===== src/rtl/boot_seq_pkg.sv =====
package boot_seq_pkg;

  typedef enum logic [1:0] {
    BM_NONE = 2'd0,
    BM_BDMA = 2'd1,
    BM_HOST = 2'd2
  } boot_method_e;

  typedef struct packed {
    boot_method_e method;
    logic         host_mode;
    logic         ack_od;
    logic         illegal;
  } boot_cfg_t;

  // pins = {D, C, B, A}
  function automatic boot_cfg_t decode_pins(input logic [3:0] pins);
    boot_cfg_t c;
    c.method    = BM_NONE;
    c.host_mode = 1'b0;
    c.illegal   = 1'b0;
    case (pins[2:0])
      3'b000: c.method = BM_BDMA;
      3'b010: c.method = BM_NONE;
      3'b100: begin c.method = BM_BDMA; c.host_mode = 1'b1; end
      3'b101: begin c.method = BM_HOST; c.host_mode = 1'b1; end
      default: c.illegal = 1'b1;
    endcase
    c.ack_od = c.host_mode & pins[3];
    return c;
  endfunction

  function automatic int bytes_total(input int words, input int bpw);
    return words * bpw;
  endfunction

endpackage


===== src/rtl/boot_pin_latch.sv =====
module boot_pin_latch
  import boot_seq_pkg::*;
(
  input  logic       clk,
  input  logic       rst_n,
  input  logic [3:0] mode_pins,
  output boot_cfg_t  cfg,
  output logic       illegal_flag
);

  logic [3:0] mode_q;
  logic       ill_q;

  // pins are only looked at while reset is held
  always_ff @(posedge clk) begin
    if (!rst_n) mode_q <= mode_pins;
  end

  assign cfg = decode_pins(mode_q);

  always_ff @(posedge clk) begin
    if (!rst_n)           ill_q <= 1'b0;
    else if (cfg.illegal) ill_q <= 1'b1;
  end

  assign illegal_flag = ill_q;

  // latched pins never move once reset is gone
  a_r1_pins_frozen: assert property (@(posedge clk) disable iff (!rst_n)
    $past(rst_n) |-> $stable(mode_q));

  // flag is sticky
  a_r9_illegal_sticky: assert property (@(posedge clk) disable iff (!rst_n)
    ill_q |=> ill_q);

endmodule


===== src/rtl/boot_byte_dma.sv =====
module boot_byte_dma
  import boot_seq_pkg::*;
#(
  parameter int WORDS  = 32,
  parameter int BPW    = 3,
  parameter int BYTE_W = 8,
  parameter int BA_W   = 16,
  parameter int PA_W   = 14
) (
  input  logic                  clk,
  input  logic                  rst_n,
  input  logic                  start,
  output logic [BA_W-1:0]       byte_addr,
  output logic                  byte_rd,
  input  logic [BYTE_W-1:0]     byte_data,
  output logic                  pm_we,
  output logic [PA_W-1:0]       pm_addr,
  output logic [BYTE_W*BPW-1:0] pm_wdata,
  output logic                  busy,
  output logic                  last_wr
);

  localparam int TOTAL  = bytes_total(WORDS, BPW);
  localparam int WORD_W = BYTE_W * BPW;
  localparam int IC_W   = $clog2(TOTAL + 1);
  localparam int POS_W  = $clog2(BPW + 1);
  localparam int WC_W   = $clog2(WORDS + 1);

  logic [IC_W-1:0]   issue_cnt;
  logic [POS_W-1:0]  pos_q;
  logic [WC_W-1:0]   word_q;
  logic [WORD_W-1:0] acc_q;
  logic [WORD_W-1:0] acc_next;
  logic [WORD_W-1:0] wdata_q;
  logic [PA_W-1:0]   addr_q;
  logic              rd_q;
  logic              busy_q;
  logic              we_q;

  // named internal events
  logic issue_en;
  logic word_done;
  logic final_word;

  assign issue_en   = busy_q && (issue_cnt != IC_W'(TOTAL));
  assign acc_next   = {acc_q[WORD_W-BYTE_W-1:0], byte_data};
  assign word_done  = rd_q && (pos_q == POS_W'(BPW - 1));
  assign final_word = word_done && (word_q == WC_W'(WORDS - 1));

  always_ff @(posedge clk) begin
    if (!rst_n) begin
      issue_cnt <= '0;
      pos_q     <= '0;
      word_q    <= '0;
      acc_q     <= '0;
      wdata_q   <= '0;
      addr_q    <= '0;
      rd_q      <= 1'b0;
      busy_q    <= 1'b0;
      we_q      <= 1'b0;
    end else begin
      we_q <= 1'b0;
      if (start && !busy_q) begin
        busy_q    <= 1'b1;
        issue_cnt <= '0;
        pos_q     <= '0;
        word_q    <= '0;
        rd_q      <= 1'b0;
      end else begin
        rd_q <= issue_en;
        if (issue_en) issue_cnt <= issue_cnt + 1'b1;
        if (rd_q) begin
          acc_q <= acc_next;
          if (word_done) begin
            pos_q   <= '0;
            we_q    <= 1'b1;
            wdata_q <= acc_next;
            addr_q  <= PA_W'(word_q);
            word_q  <= word_q + 1'b1;
            if (final_word) busy_q <= 1'b0;
          end else begin
            pos_q <= pos_q + 1'b1;
          end
        end
      end
    end
  end

  assign byte_addr = BA_W'(issue_cnt);
  assign byte_rd   = issue_en;
  assign pm_we     = we_q;
  assign pm_addr   = addr_q;
  assign pm_wdata  = wdata_q;
  assign busy      = busy_q;
  assign last_wr   = we_q && (addr_q == PA_W'(WORDS - 1));

  // consecutive reads walk the byte space by one
  a_r7_addr_step: assert property (@(posedge clk) disable iff (!rst_n)
    byte_rd && $past(byte_rd) |-> byte_addr == $past(byte_addr) + 1'b1);

  // a program write only follows a cycle of an active load
  a_r8_write_in_load: assert property (@(posedge clk) disable iff (!rst_n)
    pm_we |-> $past(busy_q));

  // written addresses stay inside the boot window
  a_r7_pm_range: assert property (@(posedge clk) disable iff (!rst_n)
    pm_we |-> pm_addr < PA_W'(WORDS));

  // a kick during a load does not rewind it
  a_r11_kick_ignored: assert property (@(posedge clk) disable iff (!rst_n)
    busy_q && start && issue_en |=> issue_cnt != '0);

endmodule


===== src/rtl/boot_release_ctl.sv =====
module boot_release_ctl
  import boot_seq_pkg::*;
#(
  parameter int PA_W = 14
) (
  input  logic            clk,
  input  logic            rst_n,
  input  boot_method_e    method,
  input  logic            dma_last,
  input  logic            host_pm_we,
  input  logic [PA_W-1:0] host_pm_addr,
  output logic            boot_go,
  output logic            core_run
);

  logic armed_q;
  logic run_q;
  logic host_hit;
  logic release_cond;

  assign host_hit = host_pm_we && (host_pm_addr == '0);

  always_comb begin
    case (method)
      BM_BDMA: release_cond = dma_last;
      BM_HOST: release_cond = host_hit;
      default: release_cond = 1'b1;
    endcase
  end

  always_ff @(posedge clk) begin
    if (!rst_n) begin
      armed_q <= 1'b0;
      run_q   <= 1'b0;
    end else begin
      armed_q <= 1'b1;
      if (release_cond) run_q <= 1'b1;
    end
  end

  // one-shot boot load request in the first cycle out of reset
  assign boot_go  = !armed_q && (method == BM_BDMA);
  assign core_run = run_q;

  // release is a one-way level
  a_r10_run_sticky: assert property (@(posedge clk) disable iff (!rst_n)
    run_q |=> run_q);

  // host boot releases only after a write to address 0
  a_r5_host_release: assert property (@(posedge clk) disable iff (!rst_n)
    $rose(run_q) && (method == BM_HOST) |-> $past(host_hit));

  // byte-DMA boot releases only after the last word
  a_r2_dma_release: assert property (@(posedge clk) disable iff (!rst_n)
    $rose(run_q) && (method == BM_BDMA) |-> $past(dma_last));

  // no-boot runs from the first cycle after reset
  a_r3_immediate: assert property (@(posedge clk) disable iff (!rst_n)
    armed_q && (method == BM_NONE) |-> run_q);

endmodule


===== src/rtl/boot_seq_top.sv =====
module boot_seq_top
  import boot_seq_pkg::*;
#(
  parameter int WORDS  = 32,
  parameter int BPW    = 3,
  parameter int BYTE_W = 8,
  parameter int BA_W   = 16,
  parameter int PA_W   = 14
) (
  input  logic                  clk,
  input  logic                  rst_n,
  input  logic [3:0]            mode_pins,
  input  logic                  dma_kick,
  output logic [BA_W-1:0]       byte_addr,
  output logic                  byte_rd,
  input  logic [BYTE_W-1:0]     byte_data,
  output logic                  pm_we,
  output logic [PA_W-1:0]       pm_addr,
  output logic [BYTE_W*BPW-1:0] pm_wdata,
  input  logic                  host_pm_we,
  input  logic [PA_W-1:0]       host_pm_addr,
  output logic                  core_run,
  output logic                  host_mode,
  output logic                  ack_open_drain,
  output logic                  illegal_mode
);

  boot_cfg_t cfg;
  logic      dma_busy;
  logic      dma_last;
  logic      boot_go;
  logic      dma_start;

  boot_pin_latch u_latch (
    .clk          (clk),
    .rst_n        (rst_n),
    .mode_pins    (mode_pins),
    .cfg          (cfg),
    .illegal_flag (illegal_mode)
  );

  assign dma_start = boot_go | dma_kick;

  boot_byte_dma #(
    .WORDS (WORDS), .BPW (BPW), .BYTE_W (BYTE_W), .BA_W (BA_W), .PA_W (PA_W)
  ) u_dma (
    .clk       (clk),
    .rst_n     (rst_n),
    .start     (dma_start),
    .byte_addr (byte_addr),
    .byte_rd   (byte_rd),
    .byte_data (byte_data),
    .pm_we     (pm_we),
    .pm_addr   (pm_addr),
    .pm_wdata  (pm_wdata),
    .busy      (dma_busy),
    .last_wr   (dma_last)
  );

  boot_release_ctl #(.PA_W (PA_W)) u_rel (
    .clk          (clk),
    .rst_n        (rst_n),
    .method       (cfg.method),
    .dma_last     (dma_last),
    .host_pm_we   (host_pm_we),
    .host_pm_addr (host_pm_addr),
    .boot_go      (boot_go),
    .core_run     (core_run)
  );

  assign host_mode      = cfg.host_mode;
  assign ack_open_drain = cfg.ack_od;

  // host boot never touches the byte memory on its own
  a_r5_host_no_reads: assert property (@(posedge clk) disable iff (!rst_n)
    (cfg.method == BM_HOST) && !dma_busy && !dma_kick |=> !byte_rd);

endmodule


===== config.mk =====
export PLATFORM = sky130hd
export DESIGN_NAME = boot_seq_top
export DESIGN_NICKNAME = d
export VERILOG_FILES = /design/src/rtl/boot_seq_pkg.sv /design/src/rtl/boot_pin_latch.sv /design/src/rtl/boot_byte_dma.sv /design/src/rtl/boot_release_ctl.sv /design/src/rtl/boot_seq_top.sv
export SDC_FILE = /design/constraint.sdc
export NUM_CORES = 1
export LEC_CHECK = 0
export ABC_CLOCK_PERIOD_IN_PS = 2400
export CORE_MARGIN = 5
export CORE_UTILIZATION = 35
export DETAILED_ROUTE_END_ITERATION = 6
export DONT_BUFFER_PORTS = 1
export PLACE_DENSITY_LB_ADDON = 0.25
export SLEW_MARGIN = 20
export SYNTH_ARGS = -nofsm -noshare
export SYNTH_HDL_FRONTEND = slang
export SYNTH_HIERARCHICAL = 1
export SYNTH_SLANG_ARGS = --single-unit

===== constraint.sdc =====
create_clock -name clk -period 2.4 [get_ports clk]
set_clock_uncertainty 0.2 [all_clocks]
set_input_delay 0.48 -clock clk [delete_from_list [all_inputs] [get_ports clk]]
set_output_delay 0.48 -clock clk [all_outputs]
set_load 0.03 [all_outputs]

==> reports/qor.txt, run 1 <==
Hold Violations, Final -> 0
1st-iter DRT viols -> 114
Vias per Instance -> 5.297
LEAKAGE -> 1.134 nW
Final ANT Viol Nets -> 0
placed cell count -> 447
final net count -> 387
maximum VDD drop -> 0.3689 mV
Final WS setup -> 125.5 ps
largest net degree at the start of global routing -> 48
core area -> 8636 sq um
# DRC -> 0
sequential-to-total area share from yosys stat -> 47.73%
htree depth -> 3
chip width -> 103.5 um
Overflow after GRT -> 0
commonest non-fill, non-tap cell in the layout -> dfxtp_1
CP Class -> flop to output port
Avg WL per Cell -> 15.69 um
number of synthesized register bits -> 71
Ports -> 90
DP Worst Slack -> 138.6 ps
Die Y -> 103.5 um
Power Density -> 677.5 nW/um^2
max-cap violation count -> 0
placed cell area -> 3168 sq um
Top FF cell, synth -> dfxtp_1
IO buf count -> 0
share of layout cells above drive strength 1 -> 12.36%
commonest non-fill, non-tap cells in the layout -> 67 x dfxtp_1, 56 x a21oi_1, 54 x nand3_1
Worst Setup SP -> u_dma/issue_cnt[0]
Crit. End Element -> output port
Starting Density -> 35.45%
GRT Resource Usage Total -> 13.42%
DP HPWL -> 4903 um
Worst Tran Pin Value -> 684.7 ps
R2R depth -> 10
FMAX -> 439.7 MHz
CTS tree -> done
Placer Congestion -> 0.7567
Clock Latency Late Sink -> 340 ps
number of max-slew violations in the final report -> 0
asr flop ratio synth -> 0%
Fillers -> 922
Area growth syn-to-layout -> 9.644%
vias post-DR -> 2458
r2r setup slk -> 160 ps
number of CTS-inserted buffers -> 9
fin cells -> 464
first-pass GRT wire length -> 11940 um
Final Cell Area -> 3357 sq um
DR pass1 iterations -> 4
antenna violations before repair -> 0
crit start category -> flop
CTS sink cnt -> 71
Tmin final -> 2274 ps
post-synth top area share -> 43.81%
Post-synth EDFFs -> 4
Clock transition at path regs -> 70 ps
Final setup viols -> 0
Die ar. -> 10720 sq um
routed wire length -> 7281 um
Root Driver -> clkbuf_8
Diodes inserted -> 0
crit path max fanout -> 4
Syn Inst Count -> 353
r2r startpoint -> u_latch/mode_q[1]
YS warnings -> 6
Critical Path End -> byte_rd
area leader, netlist -> dfxtp_1
Max Root-Sink Buffers -> 2
Mean Syn Cell Area -> 8.673 sq um
Synth cell types -> 42
period utilization -> 94.77%
run status -> completed
CP Data Required Time -> 1720 ps
Mapped Area -> 3062 sq um
RR Endpoint -> u_dma/acc_q[9]
Hold Crit Class -> input pin to flop
Max-slew headroom -> 54.29%
vias in the first global route -> 2359
critical path data arrival time -> 1590 ps
Area contributors post-synth -> dfxtp_1 44%, a21oi_1 9.3%, nand3_1 8.8%, o21ai_0 8.2%, buf_4 4.2%
Rows -> 34
==> report_power, final <==
group | leakage [nW] | switching [W] | total, W | internal [W]
clock network | 0.0785 | 0.000431 | 0.000827 | 0.000396
logic | 0.475 | 0.000152 | 0.000214 | 0.0000618
registers | 0.581 | 0.0000235 | 0.00123 | 0.00121
==> cells by family after synthesis <==
group,count (synthesis),share of synthesized area (%)
DFF,71,47.73
AOI/OAI and AO/OA,116,19.82
muxes,4,1.471
xor gates and xnor gates,2,0.5722
buffers and inverters,55,9.480
other,1,0.1225
and+or+nand+nor,99,18.76
adders and majority gates,5,2.043
==> through the flow <==
stage | power, W | setup TNS [ps] | hold WS [ps] | utilization [%]
after global placement | 0.001468 | 0 | 256.2 | 36.69
after detailed placement | 0.001469 | 0 | 250.8 | 36.69
after CTS | 0.002300 | 0 | 16.86 | 38.76
final | 0.002274 | 0 | 31.98 | 38.87
after floorplan | 0.001435 | 0 | 240.3 | -
after global routing | 0.002385 | -0.1519 | 3.986 | 38.87
==> cell type report <==
| class | count | area (sq um) | share of cell area [%] |
|---|---|---|---|
| clock buffer | 12 | 145.1 | 4.324 |
| clock inverter | 3 | 20.02 | 0.5963 |
| inverter | 9 | 33.78 | 1.006 |
| multi-input combinational | 243 | 1386 | 41.30 |
| sequential | 71 | 1461 | 43.53 |
| tap | 108 | 135.1 | 4.025 |
| timing repair buffer | 18 | 175.2 | 5.218 |
==> synth_stat cells, types with 4 or more instances <==
cell	number
buf_4	17
or3_1	4
o21ai_0	50
buf_2	9
nand2_1	10
nand4_1	5
clkbuf_1	18
edfxtp_1	4
ha_1	5
inv_1	8
nand3_1	54
a21oi_1	57
nor2_1	5
dfxtp_1	67
==> how the worst min path moves through the flow <==
| stage | end | start | cells after the start | slack, ps |
|---|---|---|---|---|
| 2_1_floorplan | u_dma/pm_wdata[16] | u_dma/acc_q[8] | 2 | 240 |
| 3_3_place_gp | u_dma/pm_wdata[16] | u_dma/acc_q[8] | 2 | 260 |
| 3_5_place_dp | u_dma/rd_q | u_dma/busy | 2 | 250 |
| 4_1_cts | u_latch/mode_q[3] | mode_pins[3] | 0 | 20 |
| 5_1_grt | u_latch/mode_q[1] | mode_pins[1] | 0 | 4 |
| 6_report | u_latch/mode_q[3] | mode_pins[3] | 0 | 30 |
==> per-layer routing <==
layer	part of all wire [%]	vias to the layer above	track usage [%]	wire length, um
met1	41	1169	16.05	2994
met2	50	65	21.81	3646
met5	0	-	0	0
li1	-	1215	-	-
met3	7.4	9	5.410	538
met4	1.4	0	4.499	102
==> timing repair <==
item,in CTS,in global routing
buffers inserted,0,1
resized for setup,1,2
setup endpoints to repair,1,13
endpoints found under the hold margin,1,0
hold buffers,1,0
==> state kept, by name, summed over array words and instances, names as in the netlist <==
register,cells
u_dma/word_q,6
u_dma/pm_addr,6
u_latch/illegal_flag,1
u_dma/rd_q,1
u_rel/core_run,1
u_dma/pm_wdata,24
u_dma/busy,1
u_dma/pm_we,1
u_dma/pos_q,2
u_dma/acc_q,16
u_rel/armed_q,1
u_dma/issue_cnt,7
u_latch/mode_q,4
==> critical path, cell delays in order, from the launching register on <==
cell     delay [ps]
dfxtp_1         340
inv_1            60
ha_1            190
and2_1          200
a21oi_2         470
(Power assumes the default switching activity.)
==> inputs of run 2 (changes only) <==
- DONT_BUFFER_PORTS: 1 -> unset
==> reports/qor.txt, run 2 (synthesis results as in run 1) <==
run status -> completed
Final Util -> 47.44% (+8.6 points)
Die Y -> 103.5 um (unchanged)
share of layout cells above drive strength 1 -> 9.929% (-2.4 points)
Clock Latency Late Sink -> 340 ps (about the same)
met3 Use GR -> 5.100% (-0.31 points)
Final ANT Viol Nets -> 0 (unchanged)
Final WS setup -> 74.61 ps (-50.93 ps)
crit path max fanout -> 5 (+1)
DP HPWL -> 5213 um (+6.3%)
Fillers -> 827 (-10%)
first-pass GRT wire length -> 12220 um (+2.4%)
Vias per Instance -> 5.151 (-2.8%)
met1 Resource Use GR -> 15.12% (-0.93 points)
period utilization -> 96.89% (+2.1 points)
Tmin final -> 2325 ps (+50.93 ps)
vias post-DR -> 2735 (+11%)
Avg WL per Cell -> 14.23 um (-9.3%)
CTS sink cnt -> 71 (unchanged)
FMAX -> 430.0 MHz (-2.2%)
core area -> 8636 sq um (unchanged)
CP max stage cell -> dfxtp_1
DR pass1 iterations -> 4 (unchanged)
crit start category -> flop
number of CTS-inserted buffers -> 9 (unchanged)
routed wire length -> 7558 um (+3.8%)
met2 usage -> 23.09% (+1.3 points)
Final setup viols -> 0 (unchanged)
Rows -> 34 (unchanged)
maximum VDD drop -> 0.4352 mV (+18%)
number of max-slew violations in the final report -> 0 (unchanged)
Overflow after GRT -> 0 (unchanged)
Reg area -> 1461 sq um (unchanged)
commonest non-fill, non-tap cell in the layout -> clkdlybuf4s50_1
setup TNS -> 0 ps (unchanged)
total power draw -> 0.002536 W (+11%)
final net count -> 453 (+17%)
Max-slew headroom -> 62.56% (+8.3 points)
max-cap violation count -> 0 (unchanged)
IO buf count -> 72 (+72)
area occupied by multi-input gates -> 1404 sq um (+1.3%)
Worst Tran Pin Value -> 560.1 ps (-124.6 ps)
Crit. End Element -> output port
Clock transition at path regs -> 70 ps (about the same)
antenna violations before repair -> 0 (unchanged)
busiest grt layer -> met2
Ports -> 90 (unchanged)
1st-iter DRT viols -> 131 (+15%)
Die ar. -> 10720 sq um (unchanged)
CTS tree -> done
LEAKAGE -> 1.407 nW (+24%)
commonest non-fill, non-tap cells in the layout -> 70 x clkdlybuf4s50_1, 67 x dfxtp_1, 56 x a21oi_1
max reg flops -> 24 (unchanged)
critical path data arrival time -> 1650 ps (+60 ps)
DP Worst Slack -> -38.96 ps (-177.6 ps)
Largest stage delay, worst path -> 410 ps (-60 ps)
Root Driver -> clkbuf_8
chip width -> 103.5 um (unchanged)
largest net degree at the start of global routing -> 36 (-25%)
Area growth syn-to-layout -> 33.80%
CP Class -> flop to output port
htree depth -> 3 (unchanged)
Hold Crit Class -> flop to flop
unrepaired setup endpoints after global routing -> yes
Hold Violations, Final -> 0 (unchanged)
Max Root-Sink Buffers -> 2 (unchanged)
Diodes inserted -> 0 (unchanged)
GRT Resource Usage Total -> 13.47% (+0.051 points)
CP Data Required Time -> 1720 ps (about the same)
Power Density -> 619.0 nW/um^2 (-8.6%)
CP Cell Sequence -> inv_1 > ha_1 > and2_1 > a21oi_4 > buf_4
vias in the first global route -> 2628 (+11%)
Placer Congestion -> 0.7476 (-1.2%)
Starting Density -> 35.45% (unchanged)
# DRC -> 0 (unchanged)
run 2: routing by layer:
| layer | wire length, um | share of wire, % | vias to the layer above |
|---|---|---|---|
| li1 | - | - | 1354 |
| met1 | 3132 | 41 | 1301 |
| met2 | 3879 | 51 | 67 |
| met3 | 392 | 5.2 | 13 |
| met4 | 154 | 2.0 | 0 |
| met5 | 0 | 0 | - |
run 2: final cells by class:
class / count / share of cell area, %
inverter: 9 / 0.8247
clock buffer: 12 / 4.062
timing repair buffer: 84 / 20.62
clock inverter: 4 / 1.252
sequential: 71 / 35.67
tap: 108 / 3.299
multi-input combinational: 243 / 34.27
run 2: what timing repair did:
action                     CTS  global route
setup buffers                0             3
hold buffers                 0             0
pin swaps                    0             0
hold endpoints to repair     0             0
setup endpoints to repair   33            40
gates cloned                 0             0
resized for setup            3             5
run 2: stage by stage:
step	area (sq um)	cells	hold WS (ps)
final	4096	531	271.8
after global routing	4096	531	289.9
after CTS	4059	528	275.1
after detailed placement	3834	512	255.9
after global placement	3834	512	259.2
after floorplan	3127	369	240.3
run 2: report_power, final:
part	internal, W	switching [W]
logic	0.000117	0.000176
registers	0.00121	0.0000198
clock network	0.000572	0.000442
run 2: critical path: cells and delay by family (launching register included):
kind,cells,cell delay (ps)
AO/OA/AOI/OAI,1,200
adder cells (fa/ha/maj),1,210
buffers and inverters,2,270
flip-flops,1,410
AND/OR/NAND/NOR,1,220
run 2: path summary, 6_finish.rpt:
kind                      start                  to  slack, ps  depth (start not counted)
max          u_dma/issue_cnt[0]             byte_rd         70                          5
max reg2reg   u_latch/mode_q[1]  u_dma/pm_wdata[15]        100                         10
min             u_dma/acc_q[14]  u_dma/pm_wdata[22]        270                          2
min reg2reg     u_dma/acc_q[14]  u_dma/pm_wdata[22]        270                          2
